**config.mk**
```make
export PLATFORM = sky130hd
export DESIGN_NAME = xframe_pusher
export DESIGN_NICKNAME = d
export VERILOG_FILES = /design/src/rtl/xfp_pkg.sv /design/src/rtl/xfp_seq.sv /design/src/rtl/xfp_capture.sv /design/src/rtl/xfp_word_mux.sv /design/src/rtl/xfp_ptr.sv /design/src/rtl/xframe_pusher.sv
export SDC_FILE = /design/constraint.sdc
export NUM_CORES = 1
export LEC_CHECK = 0
export BUFFER_PORTS_ARGS = -buffer_cell sky130_fd_sc_hd__buf_4
export CAP_MARGIN = 20
export CORE_AREA = 2 2 115 117
export CTS_BUF_LIST = sky130_fd_sc_hd__clkbuf_8
export DETAILED_ROUTE_END_ITERATION = 10
export DIE_AREA = 0 0 117 119
export PLACE_DENSITY = 0.95
export SYNTH_ARGS = -nofsm -noshare
export SYNTH_HDL_FRONTEND = slang
export SYNTH_SLANG_ARGS = --single-unit
```
**constraint.sdc**
```tcl
create_clock -name clk -period 5.79 [get_ports clk]
set_clock_uncertainty 0.1 [all_clocks]
set_input_delay 1.158 -clock clk [delete_from_list [all_inputs] [get_ports clk]]
set_output_delay 1.158 -clock clk [all_outputs]
set_load 0.005 [all_outputs]
```
**src/rtl/xfp_pkg.sv**
```systemverilog
// Shared definitions for the fault exception frame pusher.
// Assumes a frame of a fixed number of words; the order lives in xfp_word_mux.
package xfp_pkg;
    localparam int FRAME_WORDS = 7;
    localparam int IDX_W       = $clog2(FRAME_WORDS);

    typedef enum logic [1:0] {
        ST_IDLE = 2'd0,
        ST_PUSH = 2'd1,
        ST_DONE = 2'd2
    } xfp_state_e;
endpackage

```
**src/rtl/xfp_seq.sv**
```systemverilog
// Control sequencer: walks the word index through one frame.
// Assumes the write port completes a word in any cycle where wr_en and ready are both high.
module xfp_seq
    import xfp_pkg::*;
(
    input  logic             clk,
    input  logic             rst_n,
    input  logic             start_i,
    input  logic             ready_i,
    output logic             load_o,
    output logic             accept_o,
    output logic             last_o,
    output logic [IDX_W-1:0] idx_o,
    output logic             wr_en_o,
    output logic             done_o
);
    xfp_state_e       state_q, state_d;
    logic [IDX_W-1:0] idx_q, idx_d;

    // Decode handshake events from the current state.
    always_comb begin
        load_o   = (state_q == ST_IDLE) && start_i;
        accept_o = (state_q == ST_PUSH) && ready_i;
        last_o   = (idx_q == IDX_W'(FRAME_WORDS - 1));
        wr_en_o  = (state_q == ST_PUSH);
        done_o   = (state_q == ST_DONE);
        idx_o    = idx_q;
    end

    // Next-state and index logic.
    always_comb begin
        state_d = state_q;
        idx_d   = idx_q;
        unique case (state_q)
            ST_IDLE: if (start_i) begin
                state_d = ST_PUSH;
                idx_d   = '0;
            end
            ST_PUSH: if (ready_i) begin
                if (last_o) state_d = ST_DONE;
                else        idx_d   = idx_q + 1'b1;
            end
            ST_DONE: state_d = ST_IDLE;
            default: state_d = ST_IDLE;
        endcase
    end

    // State registers with synchronous reset.
    always_ff @(posedge clk) begin
        if (!rst_n) begin
            state_q <= ST_IDLE;
            idx_q   <= '0;
        end else begin
            state_q <= state_d;
            idx_q   <= idx_d;
        end
    end

    // The index never runs past the frame while words are being pushed.
    assert_idx_range_R7: assert property (@(posedge clk) disable iff (!rst_n)
        wr_en_o |-> (idx_q <= IDX_W'(FRAME_WORDS - 1)));

    // Done lasts exactly one cycle.
    assert_done_single_R5: assert property (@(posedge clk) disable iff (!rst_n)
        done_o |=> !done_o);
endmodule

```
**src/rtl/xfp_capture.sv**
```systemverilog
// Operand capture: freezes all frame contents on the accepted start strobe.
// Assumes load is asserted only while idle, so later input changes cannot leak in.
module xfp_capture #(
    parameter int AW  = 32,
    parameter int DW  = 16,
    parameter int FCW = 3
) (
    input  logic           clk,
    input  logic           rst_n,
    input  logic           load_i,
    input  logic [AW-1:0]  fault_addr_i,
    input  logic           rd_i,
    input  logic           not_insn_i,
    input  logic [FCW-1:0] fc_i,
    input  logic [DW-1:0]  ir_i,
    input  logic [DW-1:0]  sr_i,
    input  logic [AW-1:0]  pc_i,
    output logic [AW-1:0]  fault_addr_o,
    output logic           rd_o,
    output logic           not_insn_o,
    output logic [FCW-1:0] fc_o,
    output logic [DW-1:0]  ir_o,
    output logic [DW-1:0]  sr_o,
    output logic [AW-1:0]  pc_o
);
    // Hold registers loaded once per frame.
    always_ff @(posedge clk) begin
        if (!rst_n) begin
            fault_addr_o <= '0;
            rd_o         <= 1'b0;
            not_insn_o   <= 1'b0;
            fc_o         <= '0;
            ir_o         <= '0;
            sr_o         <= '0;
            pc_o         <= '0;
        end else if (load_i) begin
            fault_addr_o <= fault_addr_i;
            rd_o         <= rd_i;
            not_insn_o   <= not_insn_i;
            fc_o         <= fc_i;
            ir_o         <= ir_i;
            sr_o         <= sr_i;
            pc_o         <= pc_i;
        end
    end
endmodule

```
**src/rtl/xfp_word_mux.sv**
```systemverilog
// Word selector: maps the push index to the frame word written at that step.
// Assumes AW is a multiple of DW no larger than 2*DW (address split into two words).
module xfp_word_mux #(
    parameter int AW    = 32,
    parameter int DW    = 16,
    parameter int FCW   = 3,
    parameter int IDX_W = 3
) (
    input  logic [IDX_W-1:0] idx_i,
    input  logic [AW-1:0]    fault_addr_i,
    input  logic             rd_i,
    input  logic             not_insn_i,
    input  logic [FCW-1:0]   fc_i,
    input  logic [DW-1:0]    ir_i,
    input  logic [DW-1:0]    sr_i,
    input  logic [AW-1:0]    pc_i,
    output logic [DW-1:0]    word_o
);
    localparam int HI_W = AW - DW;

    logic [DW-1:0] status_word;
    logic [DW-1:0] pc_hi, addr_hi;

    // Build the access status word: fc low, then instruction/not, then direction, rest zero.
    always_comb begin
        status_word              = '0;
        status_word[FCW-1:0]     = fc_i;
        status_word[FCW]         = not_insn_i;
        status_word[FCW+1]       = rd_i;
    end

    // Upper halves, zero-extended when the address is narrower than two words.
    generate
        if (HI_W == DW) begin : g_full_hi
            always_comb begin
                pc_hi   = pc_i[AW-1:DW];
                addr_hi = fault_addr_i[AW-1:DW];
            end
        end else begin : g_ext_hi
            always_comb begin
                pc_hi   = DW'(pc_i[AW-1:DW]);
                addr_hi = DW'(fault_addr_i[AW-1:DW]);
            end
        end
    endgenerate

    // Push order: PC low, PC high, SR, IR, address low, address high, status word.
    always_comb begin
        unique case (idx_i)
            IDX_W'(0): word_o = pc_i[DW-1:0];
            IDX_W'(1): word_o = pc_hi;
            IDX_W'(2): word_o = sr_i;
            IDX_W'(3): word_o = ir_i;
            IDX_W'(4): word_o = fault_addr_i[DW-1:0];
            IDX_W'(5): word_o = addr_hi;
            default:   word_o = status_word;
        endcase
    end
endmodule

```
**src/rtl/xfp_ptr.sv**
```systemverilog
// Stack pointer: predecrements on start and after each accepted non-final write.
// Assumes the stack grows downward in units of one data word.
module xfp_ptr #(
    parameter int AW   = 32,
    parameter int STEP = 2
) (
    input  logic          clk,
    input  logic          rst_n,
    input  logic          load_i,
    input  logic          accept_i,
    input  logic          last_i,
    input  logic [AW-1:0] sp_i,
    output logic [AW-1:0] ptr_o
);
    // Pointer register: first slot below sp on load, then one word lower per write.
    always_ff @(posedge clk) begin
        if (!rst_n) begin
            ptr_o <= '0;
        end else if (load_i) begin
            ptr_o <= sp_i - AW'(STEP);
        end else if (accept_i && !last_i) begin
            ptr_o <= ptr_o - AW'(STEP);
        end
    end
endmodule

```
**src/rtl/xframe_pusher.sv**
```systemverilog
// Top: pushes a seven-word fault exception frame onto a downward stack.
// Assumes the caller holds no expectation on outputs except during a frame and the done cycle.
module xframe_pusher
    import xfp_pkg::*;
#(
    parameter int AW  = 32,
    parameter int DW  = 16,
    parameter int FCW = 3
) (
    input  logic           clk,
    input  logic           rst_n,
    input  logic           start_i,
    input  logic [AW-1:0]  sp_i,
    input  logic [AW-1:0]  fault_addr_i,
    input  logic           rd_i,
    input  logic           not_insn_i,
    input  logic [FCW-1:0] fc_i,
    input  logic [DW-1:0]  ir_i,
    input  logic [DW-1:0]  sr_i,
    input  logic [AW-1:0]  pc_i,
    input  logic           wr_ready_i,
    output logic [AW-1:0]  wr_addr_o,
    output logic [DW-1:0]  wr_data_o,
    output logic           wr_en_o,
    output logic           done_o,
    output logic [AW-1:0]  sp_o
);
    localparam int STEP = DW / 8;

    logic             load, accept, last;
    logic [IDX_W-1:0] idx;
    logic [AW-1:0]    c_addr, c_pc, ptr;
    logic             c_rd, c_ni;
    logic [FCW-1:0]   c_fc;
    logic [DW-1:0]    c_ir, c_sr;

    xfp_seq u_seq (
        .clk(clk), .rst_n(rst_n), .start_i(start_i), .ready_i(wr_ready_i),
        .load_o(load), .accept_o(accept), .last_o(last), .idx_o(idx),
        .wr_en_o(wr_en_o), .done_o(done_o)
    );

    xfp_capture #(.AW(AW), .DW(DW), .FCW(FCW)) u_cap (
        .clk(clk), .rst_n(rst_n), .load_i(load),
        .fault_addr_i(fault_addr_i), .rd_i(rd_i), .not_insn_i(not_insn_i),
        .fc_i(fc_i), .ir_i(ir_i), .sr_i(sr_i), .pc_i(pc_i),
        .fault_addr_o(c_addr), .rd_o(c_rd), .not_insn_o(c_ni),
        .fc_o(c_fc), .ir_o(c_ir), .sr_o(c_sr), .pc_o(c_pc)
    );

    xfp_word_mux #(.AW(AW), .DW(DW), .FCW(FCW), .IDX_W(IDX_W)) u_mux (
        .idx_i(idx), .fault_addr_i(c_addr), .rd_i(c_rd), .not_insn_i(c_ni),
        .fc_i(c_fc), .ir_i(c_ir), .sr_i(c_sr), .pc_i(c_pc), .word_o(wr_data_o)
    );

    xfp_ptr #(.AW(AW), .STEP(STEP)) u_ptr (
        .clk(clk), .rst_n(rst_n), .load_i(load), .accept_i(accept),
        .last_i(last), .sp_i(sp_i), .ptr_o(ptr)
    );

    // Drive the port-level address and pointer from the shared pointer register.
    always_comb begin
        wr_addr_o = ptr;
        sp_o      = ptr;
    end

    // A stalled write holds its address, data and request.
    assert_stall_hold_R4: assert property (@(posedge clk) disable iff (!rst_n)
        (wr_en_o && !wr_ready_i) |=> (wr_en_o && $stable(wr_addr_o) && $stable(wr_data_o)));

    // Each accepted non-final word is followed by a word two bytes lower.
    assert_addr_step_R2: assert property (@(posedge clk) disable iff (!rst_n)
        (wr_en_o && wr_ready_i) |=> (done_o || (wr_addr_o == $past(wr_addr_o) - AW'(STEP))));

    // Request and completion never coincide.
    assert_done_quiet_R5: assert property (@(posedge clk) disable iff (!rst_n)
        !(done_o && wr_en_o));

    // Start while idle raises the request in the next cycle.
    assert_start_ack_R8: assert property (@(posedge clk) disable iff (!rst_n)
        (!wr_en_o && !done_o && start_i) |=> wr_en_o);

    // The pointer does not move during a done cycle's following idle entry.
    assert_final_ptr_R5: assert property (@(posedge clk) disable iff (!rst_n)
        done_o |=> $stable(sp_o) || wr_en_o);
endmodule

```
; Yosys cells after proc, flatten, opt, wreduce, memory -nomap -nowiden
; Index checks and enable logic that the tools add are counted.
[word_totals]
latchBits = 0
ramBits = 0
ff_bits = 138
romBits = 0
wordCells = 46
out_inout_bits = 82
mem_count = 0
[op_classes]
div_mod_pow = 0
n_reduce_logical = 10
addsub = 3
bitwise = 0
n_lt_le_gt_ge = 0
eq_ne = 12
n_shift = 0
n_mul = 0
mux = 11
[op_table]
columns = cell, n
row1 = $pmux W16 S6, 1
row2 = $mux W32, 2
row3 = $sub A32 B2 Y32 const B, 2
row4 = $eq A3 B3 Y1 const B, 3
row5 = $mux W3, 3
row6 = $eq A3 B2 Y1 const B, 2
row7 = $mux W2, 3
row8 = $ne A2 B2 Y1 const B, 3
row9 = $pmux W3 S2, 1
row10 = $pmux W2 S2, 1
row11 = $reduce_and A4 Y1, 1
row12 = $reduce_bool A2 Y1, 2
row13 = $add A3 B1 Y3 const B, 1
row14 = $eq A3 B1 Y1 const B, 1
row15 = $logic_and A1 B1 Y1, 3
row16 = $logic_not A3 Y1, 1
row17 = $reduce_and A3 Y1, 1
row18 = $eq A2 B1 Y1 const B, 1
row19 = $eq A2 B2 Y1 const B, 1
row20 = $logic_not A2 Y1, 1
row21 = $ne A2 B1 Y1 const B, 1
row22 = $logic_not A1 Y1, 1

; Longest topological paths before layout
[logic_depth]
ltp_word = 5
ltp_mapped = 13
mapped_depth_nobuf = 9

; Modules after synthesis
; From an unflattened synthesis, not the netlist that was laid out.
[unflattened]
hier_cells = 842
hier_area_um2 = 7927.6
[modules_own_cells]
columns = module, area_per_inst_um2, seq_area_each_um2, instances, cells_per_inst
row1 = xfp_capture, 3906.2, 2021.9, 1, 325
row2 = xfp_ptr, 2601.2, 640.6, 1, 334
row3 = xfp_word_mux, 879.6, 0.0, 1, 115
row4 = xfp_seq, 300.3, 100.1, 1, 36
row5 = xframe_pusher, 240.2, 0.0, 1, 32

; Least setup slack after synthesis
; OpenSTA, ideal clock, no wires.
[synth_timing]
path_kind = input-to-reg
startpoint = in start_i
endpoint = reg u_ptr.ptr_o[25]
setup_slack_ns = 1.487
path_stages = 12
required_time_ns = 5.568
setup_ns = 0.122
arrival_ns = 4.081
path_cell_list = nor3b_2 -> buf_6 -> buf_2 -> clkbuf_1 -> clkbuf_1 -> mux2i_1 -> ha_1 -> nor3b_1 -> nand4_1 -> a221oi_2 -> a2111oi_0 -> a311o_1
[synth_via]
elab_chain_cells = 2
word_cells_on_any_way = 3
cone_classes = mux (1) / reduce/logical (2)
[synth_lines]
columns = item, line
row1 = from (decl), xframe_pusher.sv:12  ; input logic start_i,
row2 = $logic_and A1 B1 Y1 *, xfp_seq.sv:22  ; load_o = (state_q == ST_IDLE) && start_i;
row3 = $mux W32 or $reduce_bool A2 Y1 (tied branches), n/a
row4 = to (signal assigned), xfp_ptr.sv:20  ; ptr_o <= sp_i - AW'(STEP);
row5 = to (signal assigned), xfp_ptr.sv:22  ; ptr_o <= ptr_o - AW'(STEP);
row6 = to (decl), xfp_ptr.sv:13  ; output logic [AW-1:0] ptr_o
; Every way passes the cells marked *; elsewhere a longest branch is shown, timed or not.
; A chain may end at the register's enable or synchronous reset.

; Worst setup path in the final report
[layout_timing]
startpoint = reg u_seq.idx_q[0] (netlist: u_seq.idx_o[0])
endpoint = out wr_data_o[1]
[layout_via]
elab_chain_cells = 2
word_cells_on_any_way = 7
cone_classes = eq/ne (5) / mux (1) / reduce/logical (1)
[layout_lines]
columns = item, line
row1 = from (decl), xfp_seq.sv:18  ; logic [IDX_W-1:0] idx_q, idx_d;
row2 = from (signal assigned), xfp_seq.sv:55  ; idx_q <= idx_d;
row3 = "$eq A3 B3 Y1, or another cell as far along", xfp_word_mux.sv:49  ; unique case (idx_i)
row4 = $pmux W16 S6 *, xfp_word_mux.sv:49
row5 = to (decl), xframe_pusher.sv:23  ; output logic [DW-1:0] wr_data_o,
; Marked as above.

==> summary.md <==
| Metric | Value |
|---|---|
| Total Wirelength | `21600 µm` |
| Maxcap violations | `0` |
| Vias in the first global route | `6916` |
| Register area share after synthesis | `0.385` |
| Setup CP Type | `register to output pin` |
| Post-layout instance area | `0.00893 mm²` |
| CTS root buffer | `clkbuf_8` |
| Reg2reg start | `u_seq.state_q[1]` |
| Buf/Inv on CP | `2` |
| Vias per cell | `6.01` |
| Initial DRC count | `1114` |
| Cts hold-fix bufs | `0` |
| Maximum clock rate | `238 MHz` |
| Synth warnings | `0` |
| Critical Path Max Stage Delay | `0.74 ns` |
| Clk buf depth | `2` |
| Die area | `0.0139 mm²` |
| Synthesized flop and latch total | `138` |
| CORE AREA | `0.0129 mm²` |
| CP Depth | `7` |
| Final setup viols | `0` |
| Util after Layout | `0.694` |
| # clock sinks | `138` |
| Syn nets | `1098` |
| CTS tree | `done` |
| RSZ-0062 raised after global routing | `no` |
| Top_reg_cell synth | `dfxtp_1` |
| Mapped Area | `0.00718 mm²` |
| Initial core utilization | `0.558` |
| Die Wd | `117 µm` |
| Synth area leader | `dfxtp_1` |
| Drt first pass iters | `9` |
| Initial antenna violation count | `0` |
| Post-Syn Area per Cell | `7.52 µm²` |
| H-tree Lvls | `4` |
| Nets | `1240` |
| CP max stage cell | `nor4_1` |
| Commonest non-fill, non-tap cells in the layout | `nand2_1, buf_4, a21oi_1, dfxtp_1, o21ai_0` |
| Postcts setup bufs | `0` |
| GRT overflow | `0` |
| Hold Vio Cnt, Final | `0` |
| Worst-Margin Slew | `1.07 ns` |
| # DRC | `0` |
| Top Ports | `219` |
| Async SR Flop Fraction | `0` |
| Worst Path Required | `4.53 ns` |
| Crit. End Element | `output pin` |
| Post-synth EDFFs | `0` |
| Via count | `7727` |
| Ratio of cells with drive above 1 in the final layout | `0.261` |
| HP Class | `register to register` |
| Reg-to-reg critical path endpoint | `u_ptr.ptr_o[24]` |
| Synth cell types | `70` |
| Most common cell after layout, fill and taps aside | `nand2_1` |
| Critical Path Source | `u_seq.idx_o[0]` |
| Max transition margin | `0.285` |
| CP max FO | `15` |
| Static leakage | `3.65 nW` |
| Slew Viols, Final | `0` |
| Die H | `119 µm` |
| GRT Overall Usage | `0.304` |
| Total CTS buffers | `17` |
| Diode count | `0` |
| CTS resizes | `0` |
| Cell Chain, Critical Path | `inv_1, ha_1, nor2b_1, nor4_1, nand2_1, o211ai_1, buf_4` |
| Post-route ant nets | `0` |
| Largest net degree at the start of global routing | `87` |
| Nature of the critical path startpoint | `register` |
| Status | `complete, no violations` |
| Max IR drop VDD | `0.000217 V` |
| Buffers on Ports | `218` |
| P per Cell Area | `274 mW/mm²` |
| Dpl cells | `1254` |
| First-pass GRT wire length | `34000 µm` |
| Synth area leaders | `dfxtp_1, nand2_1, a21oi_1, buf_4, a222oi_1` |
| Layout fillers | `1031` |
| Cell Area, Placed | `0.00852 mm²` |
| Critical Path End | `wr_data_o[1]` |
| Routed WL per cell | `16.8 µm` |
| P&R area growth vs syn | `24.3%` |
| Clk slew on worst S/H paths | `0.09 ns` |
| R2R setup slack | `2.47 ns` |
| Worst path top cell family by delay | `simple AND/OR/NAND/NOR gates` |
| Post-DP HPWL | `14700 µm` |
| Setup_tns | `0 ns` |
| Worst-Skew Late Latency | `0.46 ns` |
| Placement Rows | `42` |
| Syn Inst Count | `955` |
| Hold slack | `0.357 ns` |
| Placer Congestion | `0.894` |
| Post-synth top area share | `0.385` |
| Worst Path Arrival | `2.95 ns` |
| Finished Layout Cells | `1286` |
| Tcrit/Tclk final | `0.727` |
| Final min period | `4.21 ns` |
| R2R cell count | `8` |
## per-layer routing
layer | global-route usage | up-vias | share of wire
met3 | 0.0550 | 86 | 0.085
met2 | 0.473 | 473 | 0.47
li1 | - | 3636 | -
met1 | 0.406 | 3532 | 0.40
met4 | 0.146 | 0 | 0.041
met5 | 0 | - | 0
## cell usage after synthesis, types with 8 or more instances
master    count
mux2i_1      10
mux2_2       10
nor4_1        8
o211ai_1     13
nand2_1     285
nand3_1      21
nor2_1       30
buf_4        33
nor3_1       23
clkbuf_1     51
a21oi_1     139
dfxtp_1     138
o21ai_0      34
a222oi_1     21
## power breakdown
| group | internal, mW | switching (mW) | total (mW) |
|---|---|---|---|
| combinational | 0.248 | 0.285 | 0.533 |
| clock | 0.367 | 0.457 | 0.824 |
| sequential | 1.02 | 0.0707 | 1.09 |
| total | 1.63 | 0.812 | 2.44 |
## kinds of logic after synthesis
| kind of cell | after synthesis | share of synthesized area |
|---|---|---|
| muxes | 22 | 0.0333 |
| AOI/OAI and AO/OA | 279 | 0.249 |
| buffers and inverters | 108 | 0.0846 |
| adders and majority gates | 6 | 0.0104 |
| and+or+nand+nor | 402 | 0.238 |
| DFF | 138 | 0.385 |
## layout make-up
class / instances / area, µm² / area share
clock inverter: 15 / 176 / 0.0198
tap: 176 / 220 / 0.0247
timing repair buffer: 225 / 1690 / 0.189
inverter: 6 / 25.0 / 0.00280
multi-input combinational: 709 / 3820 / 0.428
sequential: 138 / 2760 / 0.309
clock buffer: 17 / 234 / 0.0262
## registers in the layout, indices dropped and copies added, names as in the netlist
| name | flops |
|---|---|
| u_cap.fault_addr_o | 32 |
| u_cap.pc_o | 32 |
| u_ptr.ptr_o | 32 |
| u_cap.ir_o | 16 |
| u_cap.sr_o | 16 |
| u_cap.fc_o | 3 |
| u_seq.idx_o | 3 |
| u_seq.state_q | 2 |
| u_cap.not_insn_o | 1 |
| u_cap.rd_o | 1 |
## worst min path at each step
stage,startpoint,to,slack [ns],cells past startpoint
2_1_floorplan,u_cap.fault_addr_o[13],u_cap.fault_addr_o[13],0.33,2
3_3_place_gp,u_cap.fault_addr_o[29],u_cap.fault_addr_o[29],0.34,2
3_5_place_dp,u_cap.pc_o[24],u_cap.pc_o[24],0.35,2
4_1_cts,u_cap.pc_o[24],u_cap.pc_o[24],0.36,2
5_1_grt,u_cap.fault_addr_o[30],u_cap.fault_addr_o[30],0.37,2
6_report,u_cap.pc_o[14],u_cap.pc_o[14],0.36,2
## worst min-delay path, delay by kind of cell (launching register included)
family	cells	cell delay [ns]
flops	1	0.32
compound gates	1	0.05
simple gates	1	0.05
## metrics by stage
step	total power [mW]	setup WS [ns]
floorplan	1.43	1.49
global placement	1.61	1.90
detailed placement	1.63	1.74
CTS	2.44	1.66
global route	2.55	1.53
finish	2.44	1.58
(Power assumes the default switching activity.)
